`config.mk`:
```
export PLATFORM = sky130hd
export DESIGN_NAME = cluster_sched
export DESIGN_NICKNAME = d
export VERILOG_FILES = /design/src/rtl/csch_pkg.sv /design/src/rtl/csch_intensity.sv /design/src/rtl/csch_cluster.sv /design/src/rtl/csch_rank.sv /design/src/rtl/csch_arbiter.sv /design/src/rtl/cluster_sched.sv
export SDC_FILE = /design/constraint.sdc
export NUM_CORES = 1
export LEC_CHECK = 0
export ABC_AREA = 1
export BUFFER_PORTS_ARGS = -buffer_cell sky130_fd_sc_hd__buf_2
export CAP_MARGIN = 20
export CELL_PAD_IN_SITES_DETAIL_PLACEMENT = 1
export CELL_PAD_IN_SITES_GLOBAL_PLACEMENT = 2
export CORE_ASPECT_RATIO = 1.2
export CORE_MARGIN = 4
export CORE_UTILIZATION = 34
export CTS_BUF_LIST = sky130_fd_sc_hd__clkbuf_8
export DETAILED_ROUTE_END_ITERATION = 8
export PLACE_DENSITY_LB_ADDON = 0.1
export SYNTH_ARGS = -nofsm -noshare
export SYNTH_HDL_FRONTEND = slang
export SYNTH_SLANG_ARGS = --single-unit
```
`constraint.sdc`:
```
create_clock -name clk -period 35.3 [get_ports clk]
set_input_delay 7.06 -clock clk [delete_from_list [all_inputs] [get_ports clk]]
set_output_delay 7.06 -clock clk [all_outputs]
set_load 0.005 [all_outputs]
```
`src/rtl/csch_pkg.sv`:
```
// Package for the clustered scheduler: shared constants and helpers.
// Assumes nothing beyond IEEE 1800-2017 synthesizable subset.
package csch_pkg;

    // Threshold is a fraction expressed in sixteenths.
    localparam int unsigned THR_W = 4;

    // Saturating increment of an unsigned counter value.
    function automatic logic [31:0] sat_inc(input logic [31:0] value, input logic [31:0] max_value);
        return (value >= max_value) ? max_value : value + 32'd1;
    endfunction

endpackage

```
`src/rtl/csch_intensity.sv`:
```
// Per-thread intensity meter. Counts grants per thread over a quantum of
// cfg_quantum cycles and flags the last cycle of each quantum. The count
// including the current cycle's grant is exported for cluster rebuilding.
// Assumes cfg_quantum is static while out of reset.
module csch_intensity #(
    parameter int NUM_THREADS = 4,
    parameter int CNT_W       = 10,
    parameter int TIMER_W     = 16,
    localparam int TID_W      = $clog2(NUM_THREADS)
) (
    input  logic                                clk,
    input  logic                                rst_n,
    input  logic                                grant_valid,
    input  logic [TID_W-1:0]                    grant_tid,
    input  logic [TIMER_W-1:0]                  cfg_quantum,
    output logic                                quantum_end,
    output logic [NUM_THREADS-1:0][CNT_W-1:0]   cnt_final
);
    import csch_pkg::*;

    localparam logic [31:0] CNT_MAX = 32'((64'd1 << CNT_W) - 64'd1);

    logic [NUM_THREADS-1:0][CNT_W-1:0] cnt_q;
    logic [TIMER_W-1:0]                q_cnt;

    // Quantum closes when the cycle counter reaches the programmed length.
    assign quantum_end = ({1'b0, q_cnt} + {{TIMER_W{1'b0}}, 1'b1}) >= {1'b0, cfg_quantum};

    // Count including this cycle's grant, saturating at the counter width.
    always_comb begin
        for (int t = 0; t < NUM_THREADS; t++) begin
            if (grant_valid && grant_tid == TID_W'(t))
                cnt_final[t] = CNT_W'(sat_inc(32'(cnt_q[t]), CNT_MAX));
            else
                cnt_final[t] = cnt_q[t];
        end
    end

    // Advance the quantum timer and the per-thread counters.
    always_ff @(posedge clk) begin
        if (!rst_n) begin
            q_cnt <= '0;
            cnt_q <= '0;
        end else if (quantum_end) begin
            q_cnt <= '0;
            cnt_q <= '0;
        end else begin
            q_cnt <= q_cnt + TIMER_W'(1);
            cnt_q <= cnt_final;
        end
    end

    AST_QUANTUM_BOUND: assert property (@(posedge clk) disable iff (!rst_n)
        (cfg_quantum != '0) |-> (q_cnt < cfg_quantum));

    generate
        for (genvar t = 0; t < NUM_THREADS; t++) begin : g_cnt_chk
            AST_COUNT_RESTART: assert property (@(posedge clk) disable iff (!rst_n)
                quantum_end |=> (cnt_q[t] == '0));
        end
    endgenerate

endmodule

```
`src/rtl/csch_cluster.sv`:
```
// Cluster builder. At each quantum end it orders threads by grant count
// (ties to lower thread number) and marks the prefix whose running sum stays
// within cfg_threshold/16 of the total as light. Holds the result until the
// next quantum end. Assumes NUM_THREADS is at least 2.
module csch_cluster #(
    parameter int NUM_THREADS = 4,
    parameter int CNT_W       = 10,
    localparam int TID_W      = $clog2(NUM_THREADS)
) (
    input  logic                                clk,
    input  logic                                rst_n,
    input  logic                                update,
    input  logic [NUM_THREADS-1:0][CNT_W-1:0]   snap,
    input  logic [csch_pkg::THR_W-1:0]          cfg_threshold,
    output logic [NUM_THREADS-1:0]              light_q,
    output logic [NUM_THREADS-1:0][TID_W-1:0]   pos_q,
    output logic [TID_W:0]                      num_light_q
);
    import csch_pkg::*;

    localparam int SUM_W   = CNT_W + TID_W + 1;
    localparam int SCALE_W = SUM_W + THR_W;

    logic [NUM_THREADS-1:0]            light_n;
    logic [NUM_THREADS-1:0][TID_W-1:0] pos_n;
    logic [TID_W:0]                    num_light_n;
    logic [SUM_W-1:0]                  total;
    logic [TID_W:0]                    pos_acc;
    logic [SUM_W-1:0]                  sum_acc;
    logic [NUM_THREADS-1:0][CNT_W-1:0] cnt_q;

    // Rank every thread and test its running sum against the threshold.
    always_comb begin
        total = '0;
        for (int j = 0; j < NUM_THREADS; j++)
            total = total + SUM_W'(snap[j]);
        num_light_n = '0;
        light_n     = '0;
        pos_n       = '0;
        pos_acc     = '0;
        sum_acc     = '0;
        for (int i = 0; i < NUM_THREADS; i++) begin
            pos_acc = '0;
            sum_acc = SUM_W'(snap[i]);
            for (int j = 0; j < NUM_THREADS; j++) begin
                if (j != i && ((snap[j] < snap[i]) || (snap[j] == snap[i] && j < i))) begin
                    pos_acc = pos_acc + (TID_W+1)'(1);
                    sum_acc = sum_acc + SUM_W'(snap[j]);
                end
            end
            pos_n[i]    = pos_acc[TID_W-1:0];
            light_n[i]  = ((SCALE_W'(sum_acc) << THR_W) <=
                           (SCALE_W'(total) * SCALE_W'(cfg_threshold)));
            num_light_n = num_light_n + {{TID_W{1'b0}}, light_n[i]};
        end
    end

    // Latch the new clusters at quantum end; reset makes all threads light.
    always_ff @(posedge clk) begin
        if (!rst_n) begin
            light_q     <= '1;
            num_light_q <= (TID_W+1)'(NUM_THREADS);
            cnt_q       <= '0;
            for (int i = 0; i < NUM_THREADS; i++)
                pos_q[i] <= TID_W'(i);
        end else if (update) begin
            light_q     <= light_n;
            pos_q       <= pos_n;
            num_light_q <= num_light_n;
            cnt_q       <= snap;
        end
    end

    generate
        for (genvar i = 0; i < NUM_THREADS; i++) begin : g_li
            for (genvar j = 0; j < NUM_THREADS; j++) begin : g_hj
                AST_LIGHT_NOT_HEAVIER: assert property (@(posedge clk) disable iff (!rst_n)
                    (light_q[i] && !light_q[j]) |-> (cnt_q[i] <= cnt_q[j]));
            end
        end
    endgenerate

endmodule

```
`src/rtl/csch_rank.sv`:
```
// Rank generator. Light threads take ranks from their cluster order; heavy
// threads take the ranks behind them, rotated by an offset that advances
// every cfg_shuffle cycles and restarts at each quantum end.
// Assumes cfg_shuffle is static while out of reset.
module csch_rank #(
    parameter int NUM_THREADS = 4,
    parameter int TIMER_W     = 16,
    localparam int TID_W      = $clog2(NUM_THREADS),
    localparam int PRIO_W     = TID_W + 1
) (
    input  logic                                clk,
    input  logic                                rst_n,
    input  logic                                quantum_end,
    input  logic [TIMER_W-1:0]                  cfg_shuffle,
    input  logic [NUM_THREADS-1:0]              light_q,
    input  logic [NUM_THREADS-1:0][TID_W-1:0]   pos_q,
    input  logic [TID_W:0]                      num_light_q,
    output logic [NUM_THREADS-1:0][PRIO_W-1:0]  thread_prio
);
    logic [TIMER_W-1:0] s_cnt;
    logic [TID_W:0]     offset;
    logic [TID_W:0]     num_heavy;
    logic               tick;
    logic [TID_W:0]     heavy_idx [NUM_THREADS];
    logic [TID_W:0]     rot       [NUM_THREADS];

    assign num_heavy = (TID_W+1)'(NUM_THREADS) - num_light_q;
    assign tick      = ({1'b0, s_cnt} + {{TIMER_W{1'b0}}, 1'b1}) >= {1'b0, cfg_shuffle};

    // Form each thread's rank: cluster bit on top, position or rotated slot below.
    always_comb begin
        for (int i = 0; i < NUM_THREADS; i++) begin
            heavy_idx[i] = {1'b0, pos_q[i]} - num_light_q;
            if (heavy_idx[i] >= offset)
                rot[i] = heavy_idx[i] - offset;
            else
                rot[i] = heavy_idx[i] + num_heavy - offset;
            if (light_q[i])
                thread_prio[i] = {1'b0, pos_q[i]};
            else
                thread_prio[i] = {1'b1, rot[i][TID_W-1:0]};
        end
    end

    // Shuffle timer and rotation offset.
    always_ff @(posedge clk) begin
        if (!rst_n) begin
            s_cnt  <= '0;
            offset <= '0;
        end else if (quantum_end) begin
            s_cnt  <= '0;
            offset <= '0;
        end else if (tick) begin
            s_cnt <= '0;
            if (num_heavy <= (TID_W+1)'(1) || offset + (TID_W+1)'(1) >= num_heavy)
                offset <= '0;
            else
                offset <= offset + (TID_W+1)'(1);
        end else begin
            s_cnt <= s_cnt + TIMER_W'(1);
        end
    end

    AST_OFFSET_IN_RANGE: assert property (@(posedge clk) disable iff (!rst_n)
        (num_heavy != '0) |-> (offset < num_heavy));

    AST_ROTATION_MOVES: assert property (@(posedge clk) disable iff (!rst_n)
        (tick && !quantum_end && num_heavy > (TID_W+1)'(1)) |=> (offset != $past(offset)));

endmodule

```
`src/rtl/csch_arbiter.sv`:
```
// Request picker. Scans the buffer and keeps the best valid slot by
// (thread rank, row hit, age), first slot winning full ties. Purely
// combinational; clock and reset feed only its assertions.
module csch_arbiter #(
    parameter int NUM_THREADS = 4,
    parameter int BUF_DEPTH   = 8,
    parameter int NUM_BANKS   = 4,
    parameter int ROW_W       = 8,
    parameter int AGE_W       = 8,
    localparam int TID_W      = $clog2(NUM_THREADS),
    localparam int IDX_W      = $clog2(BUF_DEPTH),
    localparam int BANK_W     = $clog2(NUM_BANKS),
    localparam int PRIO_W     = TID_W + 1
) (
    input  logic                                clk,
    input  logic                                rst_n,
    input  logic [BUF_DEPTH-1:0]                req_valid,
    input  logic [BUF_DEPTH*TID_W-1:0]          req_tid,
    input  logic [BUF_DEPTH*BANK_W-1:0]         req_bank,
    input  logic [BUF_DEPTH*ROW_W-1:0]          req_row,
    input  logic [BUF_DEPTH*AGE_W-1:0]          req_age,
    input  logic [NUM_BANKS-1:0]                bank_open,
    input  logic [NUM_BANKS*ROW_W-1:0]          bank_row,
    input  logic [NUM_THREADS-1:0][PRIO_W-1:0]  thread_prio,
    output logic                                grant_valid,
    output logic [IDX_W-1:0]                    grant_idx,
    output logic [TID_W-1:0]                    grant_tid
);
    logic [BUF_DEPTH-1:0] hit;
    logic [PRIO_W-1:0]    best_prio;
    logic                 best_hit;
    logic [AGE_W-1:0]     best_age;
    logic [PRIO_W-1:0]    cur_prio;
    logic [AGE_W-1:0]     cur_age;
    logic [BANK_W-1:0]    cur_bank;
    logic                 better;

    // Row-hit test of every slot against its bank's open row.
    always_comb begin
        for (int e = 0; e < BUF_DEPTH; e++) begin
            cur_bank = req_bank[e*BANK_W +: BANK_W];
            hit[e]   = bank_open[cur_bank] &&
                       (bank_row[cur_bank*ROW_W +: ROW_W] == req_row[e*ROW_W +: ROW_W]);
        end
    end

    // Linear scan keeping the best candidate.
    always_comb begin
        grant_valid = 1'b0;
        grant_idx   = '0;
        grant_tid   = '0;
        best_prio   = '0;
        best_hit    = 1'b0;
        best_age    = '0;
        cur_prio    = '0;
        cur_age     = '0;
        better      = 1'b0;
        for (int e = 0; e < BUF_DEPTH; e++) begin
            cur_prio = thread_prio[req_tid[e*TID_W +: TID_W]];
            cur_age  = req_age[e*AGE_W +: AGE_W];
            better   = (cur_prio < best_prio) ||
                       (cur_prio == best_prio && hit[e] && !best_hit) ||
                       (cur_prio == best_prio && hit[e] == best_hit && cur_age > best_age);
            if (req_valid[e] && (!grant_valid || better)) begin
                grant_valid = 1'b1;
                grant_idx   = IDX_W'(e);
                grant_tid   = req_tid[e*TID_W +: TID_W];
                best_prio   = cur_prio;
                best_hit    = hit[e];
                best_age    = cur_age;
            end
        end
    end

    AST_GRANT_IS_VALID: assert property (@(posedge clk) disable iff (!rst_n)
        grant_valid |-> req_valid[grant_idx]);

    generate
        for (genvar e = 0; e < BUF_DEPTH; e++) begin : g_rank_chk
            AST_GRANT_TOP_RANK: assert property (@(posedge clk) disable iff (!rst_n)
                (grant_valid && req_valid[e]) |->
                (thread_prio[req_tid[e*TID_W +: TID_W]] >= thread_prio[grant_tid]));
        end
    endgenerate

endmodule

```
`src/rtl/cluster_sched.sv`:
```
// Clustered thread-priority request scheduler (top). Wires the intensity
// meter, cluster builder, rank generator and picker. Grants are
// combinational; the requester retires the granted slot at the next edge.
// Assumes configuration inputs are static while out of reset.
module cluster_sched #(
    parameter int NUM_THREADS = 4,
    parameter int BUF_DEPTH   = 8,
    parameter int NUM_BANKS   = 4,
    parameter int ROW_W       = 8,
    parameter int AGE_W       = 8,
    parameter int CNT_W       = 10,
    parameter int TIMER_W     = 16,
    localparam int TID_W      = $clog2(NUM_THREADS),
    localparam int IDX_W      = $clog2(BUF_DEPTH),
    localparam int BANK_W     = $clog2(NUM_BANKS),
    localparam int PRIO_W     = TID_W + 1
) (
    input  logic                              clk,
    input  logic                              rst_n,
    input  logic [BUF_DEPTH-1:0]              req_valid,
    input  logic [BUF_DEPTH*TID_W-1:0]        req_tid,
    input  logic [BUF_DEPTH*BANK_W-1:0]       req_bank,
    input  logic [BUF_DEPTH*ROW_W-1:0]        req_row,
    input  logic [BUF_DEPTH*AGE_W-1:0]        req_age,
    input  logic [NUM_BANKS-1:0]              bank_open,
    input  logic [NUM_BANKS*ROW_W-1:0]        bank_row,
    input  logic [TIMER_W-1:0]                cfg_quantum,
    input  logic [csch_pkg::THR_W-1:0]        cfg_threshold,
    input  logic [TIMER_W-1:0]                cfg_shuffle,
    output logic                              grant_valid,
    output logic [IDX_W-1:0]                  grant_idx
);
    logic                                quantum_end;
    logic [NUM_THREADS-1:0][CNT_W-1:0]   cnt_final;
    logic [NUM_THREADS-1:0]              light_q;
    logic [NUM_THREADS-1:0][TID_W-1:0]   pos_q;
    logic [TID_W:0]                      num_light_q;
    logic [NUM_THREADS-1:0][PRIO_W-1:0]  thread_prio;
    logic [TID_W-1:0]                    grant_tid;

    csch_intensity #(
        .NUM_THREADS (NUM_THREADS),
        .CNT_W       (CNT_W),
        .TIMER_W     (TIMER_W)
    ) u_intensity (
        .clk         (clk),
        .rst_n       (rst_n),
        .grant_valid (grant_valid),
        .grant_tid   (grant_tid),
        .cfg_quantum (cfg_quantum),
        .quantum_end (quantum_end),
        .cnt_final   (cnt_final)
    );

    csch_cluster #(
        .NUM_THREADS (NUM_THREADS),
        .CNT_W       (CNT_W)
    ) u_cluster (
        .clk           (clk),
        .rst_n         (rst_n),
        .update        (quantum_end),
        .snap          (cnt_final),
        .cfg_threshold (cfg_threshold),
        .light_q       (light_q),
        .pos_q         (pos_q),
        .num_light_q   (num_light_q)
    );

    csch_rank #(
        .NUM_THREADS (NUM_THREADS),
        .TIMER_W     (TIMER_W)
    ) u_rank (
        .clk         (clk),
        .rst_n       (rst_n),
        .quantum_end (quantum_end),
        .cfg_shuffle (cfg_shuffle),
        .light_q     (light_q),
        .pos_q       (pos_q),
        .num_light_q (num_light_q),
        .thread_prio (thread_prio)
    );

    csch_arbiter #(
        .NUM_THREADS (NUM_THREADS),
        .BUF_DEPTH   (BUF_DEPTH),
        .NUM_BANKS   (NUM_BANKS),
        .ROW_W       (ROW_W),
        .AGE_W       (AGE_W)
    ) u_arbiter (
        .clk         (clk),
        .rst_n       (rst_n),
        .req_valid   (req_valid),
        .req_tid     (req_tid),
        .req_bank    (req_bank),
        .req_row     (req_row),
        .req_age     (req_age),
        .bank_open   (bank_open),
        .bank_row    (bank_row),
        .thread_prio (thread_prio),
        .grant_valid (grant_valid),
        .grant_idx   (grant_idx),
        .grant_tid   (grant_tid)
    );

endmodule

```
### After elaboration in Yosys (flattened, before gate mapping)

Index checks and enable logic that the tools add are counted.

| operators by class | value |
|---|---|
| add/sub/neg operators | 50 |
| $mul | 1 |
| $lt $le $gt $ge | 58 |
| equality and inequality tests | 31 |
| shift-type cells | 8 |
| mux-type cells | 117 |
| bitwise logic cells | 1 |
| reduce and logical (&&, ||, !) cells | 92 |

Operators by type and width:

| kind | count |
|---|---|
| 32-bit by 6-bit variable part select with 8-bit output | 8 |
| 13-bit by 10-bit adder with 13-bit output | 10 |
| 13-bit 2-to-1 mux | 10 |
| 10-bit < comparator | 12 |
| 10-bit 2-to-1 mux | 8 |
| 3-bit 2-to-1 mux | 24 |
| 17-bit less-or-equal comparator | 4 |
| 8-bit equality test | 8 |
| 10-bit equality test | 6 |
| 8-bit > comparator | 7 |
| 8-bit 2-to-1 mux | 7 |
| 3-bit binary-select mux with 2-bit select | 8 |
| 2-bit by 3-bit < comparator with 1-bit output, second input constant | 16 |
| 1-bit logical AND | 47 |
| 2-bit 2-to-1 mux | 22 |
| 10-bit by 1-bit adder with 10-bit output, second input constant | 4 |
| 10-bit >= comparator, second input constant | 4 |
| 16-bit by 1-bit adder with 17-bit output, second input constant | 2 |
| 17-bit by 16-bit >= comparator with 1-bit output | 2 |
| 10-bit by 10-bit adder with 11-bit output | 3 |
| 16-bit by 1-bit adder with 16-bit output, second input constant | 2 |
| 1-bit logical OR | 28 |
| 1-bit 2-to-1 mux | 28 |
| 11-bit 2-to-1 mux | 2 |
| 23 further kinds | 86 |

| storage, ports and cells | value |
|---|---|
| register bits | 90 |
| output and inout port bits | 4 |
| word-level logic and storage cells | 371 |

### Logic depth before layout (Yosys ltp)

| depth | value |
|---|---|
| depth in word-level cells | 78 |
| depth in mapped cells | 172 |
| depth with buffers taken out | 160 |

### Modules after synthesis

A second synthesis with hierarchy kept.

| second synthesis, totals | value |
|---|---|
| cell total of the unflattened synthesis | 4245 |
| area, all modules | 25569.5 um2 |

By module, submodules not included:

| module | instances | cells an instance | area an instance (um2) | sequential area each (um2) |
|---|---|---|---|---|
| csch_cluster | 1 | 2043 | 12419.4 | 300.3 |
| csch_arbiter | 1 | 1301 | 6822.8 | 0.0 |
| csch_intensity | 1 | 534 | 3804.9 | 1121.1 |
| csch_rank | 1 | 367 | 2522.4 | 380.4 |

### Least setup slack after synthesis

No wires, ideal clock.

| timing | value |
|---|---|
| path type | input-to-reg |
| start point | in req_tid[0] |
| end point | reg u_cluster.num_light_q[1] |
| library setup time | 0.130 ns |
| arrival time | 26.415 ns |
| setup slack | 8.755 ns |
| stages on the path | 144 |
| buffers on the path | 11 |
| cells stage by stage | clkinv_1 > o21ai_0 > a21oi_1 > o21ai_0 > ha_1 > nand2_1 > nor2_1 > a211oi_1 > nor2_1 > nand2_2 > nand2_1 > buf_6 > buf_2 > o21ai_0 > ha_1 > a21oi_1 > nor2_1 > a211oi_1 > [... 108 more ...] > o21ai_0 > xor2_1 > ha_1 > nand2_1 > inv_1 > nand3_1 > a21oi_1 > a2111oi_0 > and2_0 > o21ai_0 > a221o_1 > o21ai_0 > inv_1 > fa_1 > inv_1 > ha_1 > nand2_1 > o21ai_0 |

RTL lines:

| what | RTL line | source |
|---|---|---|
| start, declared | cluster_sched.sv:21 | `input logic [BUF_DEPTH*TID_W-1:0] req_tid,` |
| end signal, assigned | csch_cluster.sv:62 | `num_light_q <= (TID_W+1)'(NUM_THREADS);` |
| end signal, assigned | csch_cluster.sv:69 | `num_light_q <= num_light_n;` |
| end, declared | csch_cluster.sv:17 | `output logic [TID_W:0] num_light_q` |

==> impl_results.rst <==
.. list-table::
   :header-rows: 1

   * - Metric
     - Value
   * - Run status
     - complete, no violations
   * - Path class of the lowest-slack min-delay path
     - flip-flop to flip-flop
   * - Flop and latch count out of synthesis
     - 90
   * - Cell at the root of the clock tree
     - sky130_fd_sc_hd__clkbuf_8
   * - DP HPWL
     - 81500 µm
   * - Die outline width
     - 249 µm
   * - Max-capacitance violation count
     - 0
   * - Maximum level of the CTS H-tree
     - 3
   * - Area of the die
     - 0.0737 mm²
   * - Vias per Instance
     - 5.30
   * - Max_slew headroom
     - 28.3%
   * - Initial antenna violation count
     - 3
   * - Area taken by flip-flops and latches
     - 0.00180 mm²
   * - Crit path time final
     - 30.91 ns
   * - Clock net sink count
     - 90
   * - Post-cts resize count
     - 0
   * - DRT Pass-1 Iters
     - 5
   * - Dominant synthesized flop cell
     - sky130_fd_sc_hd__dfxtp_1
   * - Clock buffer depth
     - 2
   * - Worst path slowest cell
     - sky130_fd_sc_hd__a31oi_1
   * - All-Layer GR Usage
     - 25.9%
   * - Register-to-register path setup slack
     - 8.71 ns
   * - TritonCTS clock tree
     - done
   * - Site row count
     - 105
   * - Net count, final
     - 4712
   * - Starting DRT DRC Count
     - 1210
   * - Total CTS buffers
     - 9
   * - Fraction of synthesis flops using an asynchronous set or reset pin
     - 0%
   * - Worst setup EP type
     - flip-flop
   * - Final weighted congestion in routability-driven placement
     - 0.920
   * - Global-route wire length before repair
     - 151000 µm
   * - Total area of multi-input combinational cells
     - 0.0190 mm²
   * - Most common cell type on the critical path
     - sky130_fd_sc_hd__nand2_1
   * - Total setup violations reported at the end of the flow
     - 0
   * - Count of input and output buffers
     - 245
   * - Wire length after detailed routing
     - 98200 µm
   * - Core footprint
     - 0.0686 mm²
   * - Clock edge transition at the registers on the reported setup and hold paths
     - 0.13 ns
   * - Later-pin clock latency in the skew report
     - 0.45 ns
   * - CTS Hold Bufs
     - 0
   * - Total overflow reported by the global router
     - 0
   * - Proportion of layout cells with a drive suffix above 1
     - 9.66%
   * - Maximum number of pins on one net before global-route repair
     - 38
   * - Slew @ Worst Pin
     - 1.07 ns
   * - Growth of design area from synthesis to finish
     - 9.39%
   * - DRC violation count after routing
     - 0
   * - Mapped Area
     - 0.0236 mm²
   * - Final-report hold violation count
     - 0
   * - Detail Route Antenna Nets
     - 0
   * - Pins over their slew limit
     - 0
   * - Syn_nets
     - 4540
   * - Type of the worst setup path
     - primary input to flip-flop
   * - Distinct cell type count of the synthesized netlist
     - 71
   * - Mean instance size in the synthesized netlist
     - 6.13 µm²
   * - Die Ht
     - 297 µm
   * - Biggest cell delay along the critical path
     - 0.96 ns
   * - CP Data Required Time
     - 35.60 ns
   * - Filler cells
     - 9331
   * - Worst Path Arrival
     - 31.21 ns
   * - Number of buffers inserted to repair setup after CTS
     - 0
   * - Detailed-route via count
     - 26182
   * - Unrepaired setup endpoints after global routing
     - false
   * - Number of synthesized flops with an enable pin
     - 0
   * - F_max
     - 0.0323 GHz
   * - Total I/O pin count
     - 246
   * - Via count of the first global-routing pass
     - 26482
   * - Wire length per cell
     - 19.9 µm
   * - Total Neg Setup Slack
     - 0 ns
   * - Kind of start point of the critical path
     - primary input
   * - Share of the clock period used by the worst path after layout
     - 87.6%
   * - Worst setup skew after layout
     - 0.0189 ns
   * - Number of instances in the synthesized netlist
     - 3851
   * - Effective utilization at floorplan
     - 34.4%
   * - Sequential share of the synthesized area
     - 7.63%
   * - Max Fanout on Critical Path
     - 30
   * - Yosys synthesis warning count
     - 0
## worst paths after layout
path         cells after the start                       end                      from
max reg2reg                    136  u_cluster.num_light_q[1]  u_cluster.num_light_q[0]
max                            129  u_cluster.num_light_q[1]               req_bank[2]
min                              1      u_intensity.q_cnt[0]      u_intensity.q_cnt[0]
min reg2reg                      1      u_intensity.q_cnt[0]      u_intensity.q_cnt[0]
## area by class of cell
class,instances,share of cell area (%)
Antenna cell,2,0.0194
Tap cell,909,4.40
Multi-Input combinational cell,3065,73.6
Sequential cell,90,6.98
Inverter,578,8.44
Clock buffer,9,0.480
Clock inverter,7,0.363
Timing Repair Buffer,279,5.75
## cells in the final DEF (no fill, tap or decap), types with 24 or more instances in the layout
| cell | instances |
|---|---|
| sky130_fd_sc_hd__buf_2 | 245 |
| sky130_fd_sc_hd__buf_4 | 33 |
| sky130_fd_sc_hd__a21oi_1 | 262 |
| sky130_fd_sc_hd__nor3_1 | 45 |
| sky130_fd_sc_hd__ha_1 | 400 |
| sky130_fd_sc_hd__fa_1 | 47 |
| sky130_fd_sc_hd__nand3_1 | 167 |
| sky130_fd_sc_hd__xor2_1 | 92 |
| sky130_fd_sc_hd__nor2_1 | 380 |
| sky130_fd_sc_hd__nand2_1 | 859 |
| sky130_fd_sc_hd__o21ai_1 | 35 |
| sky130_fd_sc_hd__inv_1 | 562 |
| sky130_fd_sc_hd__or2_2 | 29 |
| sky130_fd_sc_hd__nand2_2 | 28 |
| sky130_fd_sc_hd__nand4_1 | 52 |
| sky130_fd_sc_hd__o211ai_1 | 24 |
| sky130_fd_sc_hd__dfxtp_1 | 90 |
| sky130_fd_sc_hd__o21ai_0 | 337 |
| sky130_fd_sc_hd__a32o_1 | 30 |
| sky130_fd_sc_hd__xnor2_1 | 49 |
## cell usage after synthesis (8+ instances only)
cell	instances	area, µm²
sky130_fd_sc_hd__fa_1	47	941
sky130_fd_sc_hd__xnor2_1	49	429
sky130_fd_sc_hd__nand2_1	860	3230
sky130_fd_sc_hd__nor4_1	22	138
sky130_fd_sc_hd__a211oi_1	17	128
sky130_fd_sc_hd__ha_1	400	5000
sky130_fd_sc_hd__o21ai_1	34	170
sky130_fd_sc_hd__buf_6	11	124
sky130_fd_sc_hd__nand3b_1	17	128
sky130_fd_sc_hd__o31ai_1	21	158
sky130_fd_sc_hd__nand2_2	27	169
sky130_fd_sc_hd__o21ai_0	338	1690
sky130_fd_sc_hd__a21o_1	12	90.1
sky130_fd_sc_hd__dfxtp_1	90	1800
sky130_fd_sc_hd__o211ai_1	24	180
sky130_fd_sc_hd__xor2_1	92	806
sky130_fd_sc_hd__o22ai_1	21	131
sky130_fd_sc_hd__nand3_1	167	836
sky130_fd_sc_hd__buf_2	25	125
sky130_fd_sc_hd__a31oi_1	13	81.3
sky130_fd_sc_hd__a21oi_1	262	1310
sky130_fd_sc_hd__nor2_1	380	1430
sky130_fd_sc_hd__o21ai_2	8	70.1
sky130_fd_sc_hd__a32o_1	30	300
sky130_fd_sc_hd__inv_1	562	2110
sky130_fd_sc_hd__buf_4	11	82.6
sky130_fd_sc_hd__nor3_1	45	225
sky130_fd_sc_hd__o21bai_1	17	128
sky130_fd_sc_hd__nand4_1	52	325
sky130_fd_sc_hd__nor3b_1	9	67.6
sky130_fd_sc_hd__clkbuf_1	63	236
sky130_fd_sc_hd__or2_2	29	181
## cells by family (layout without fill, tap and decap cells)
family                   Yosys count  count (layout)  share of synthesized area [%]
AND/OR/NAND/NOR                 1637            1637                           29.5
buffers and inverters            696             873                           12.0
AO/OA/AOI/OAI                    838             838                           20.3
adder cells (fa/ha/maj)          447             447                           25.2
other                              0               2                              0
XOR/XNOR                         143             143                           5.37
flip-flops                        90              90                           7.63
## per-stage QoR
stage	hold slack, ns	std cells	utilization, %	setup slack (ns)	instance area (µm²)
4_1_cts	0.490	4936	37.6	3.75	25800
2_1_floorplan	0.429	3851	-	8.75	23600
6_report	0.481	4939	37.7	4.39	25800
3_5_place_dp	0.458	4920	37.3	3.31	25600
3_3_place_gp	0.446	4919	37.3	3.64	25600
5_1_grt	0.502	4938	37.7	1.56	25800
## registers in the layout, summed over array words and instances, names as in the netlist
register,cells
u_intensity.cnt_q,40
u_intensity.q_cnt,16
u_rank.s_cnt,16
u_cluster.pos_q,8
u_cluster.light_q,4
u_cluster.num_light_q,3
u_rank.offset,3
## metal layers
metal / global-route usage (%) / share of wire (%) / vias to the layer above
met5: 0 / 0.013 / -
met4: 8.17 / 3.4 / 2
met3: 1.92 / 3.0 / 130
met2: 50.6 / 52 / 460
met1: 30.0 / 42 / 12455
li1: - / - / 13135
## worst max-delay path, delay by kind of cell
family / cells / cell delay (ns)
AND/OR/NAND/NOR: 66 / 9.15
buffers and inverters: 10 / 2.01
XOR/XNOR: 1 / 0.17
adder cells (fa/ha/maj): 13 / 4.34
AO/OA/AOI/OAI: 39 / 8.39
Power is not shown: default switching activity piles up to over one toggle a cycle in this logic, so the estimate is an artifact.
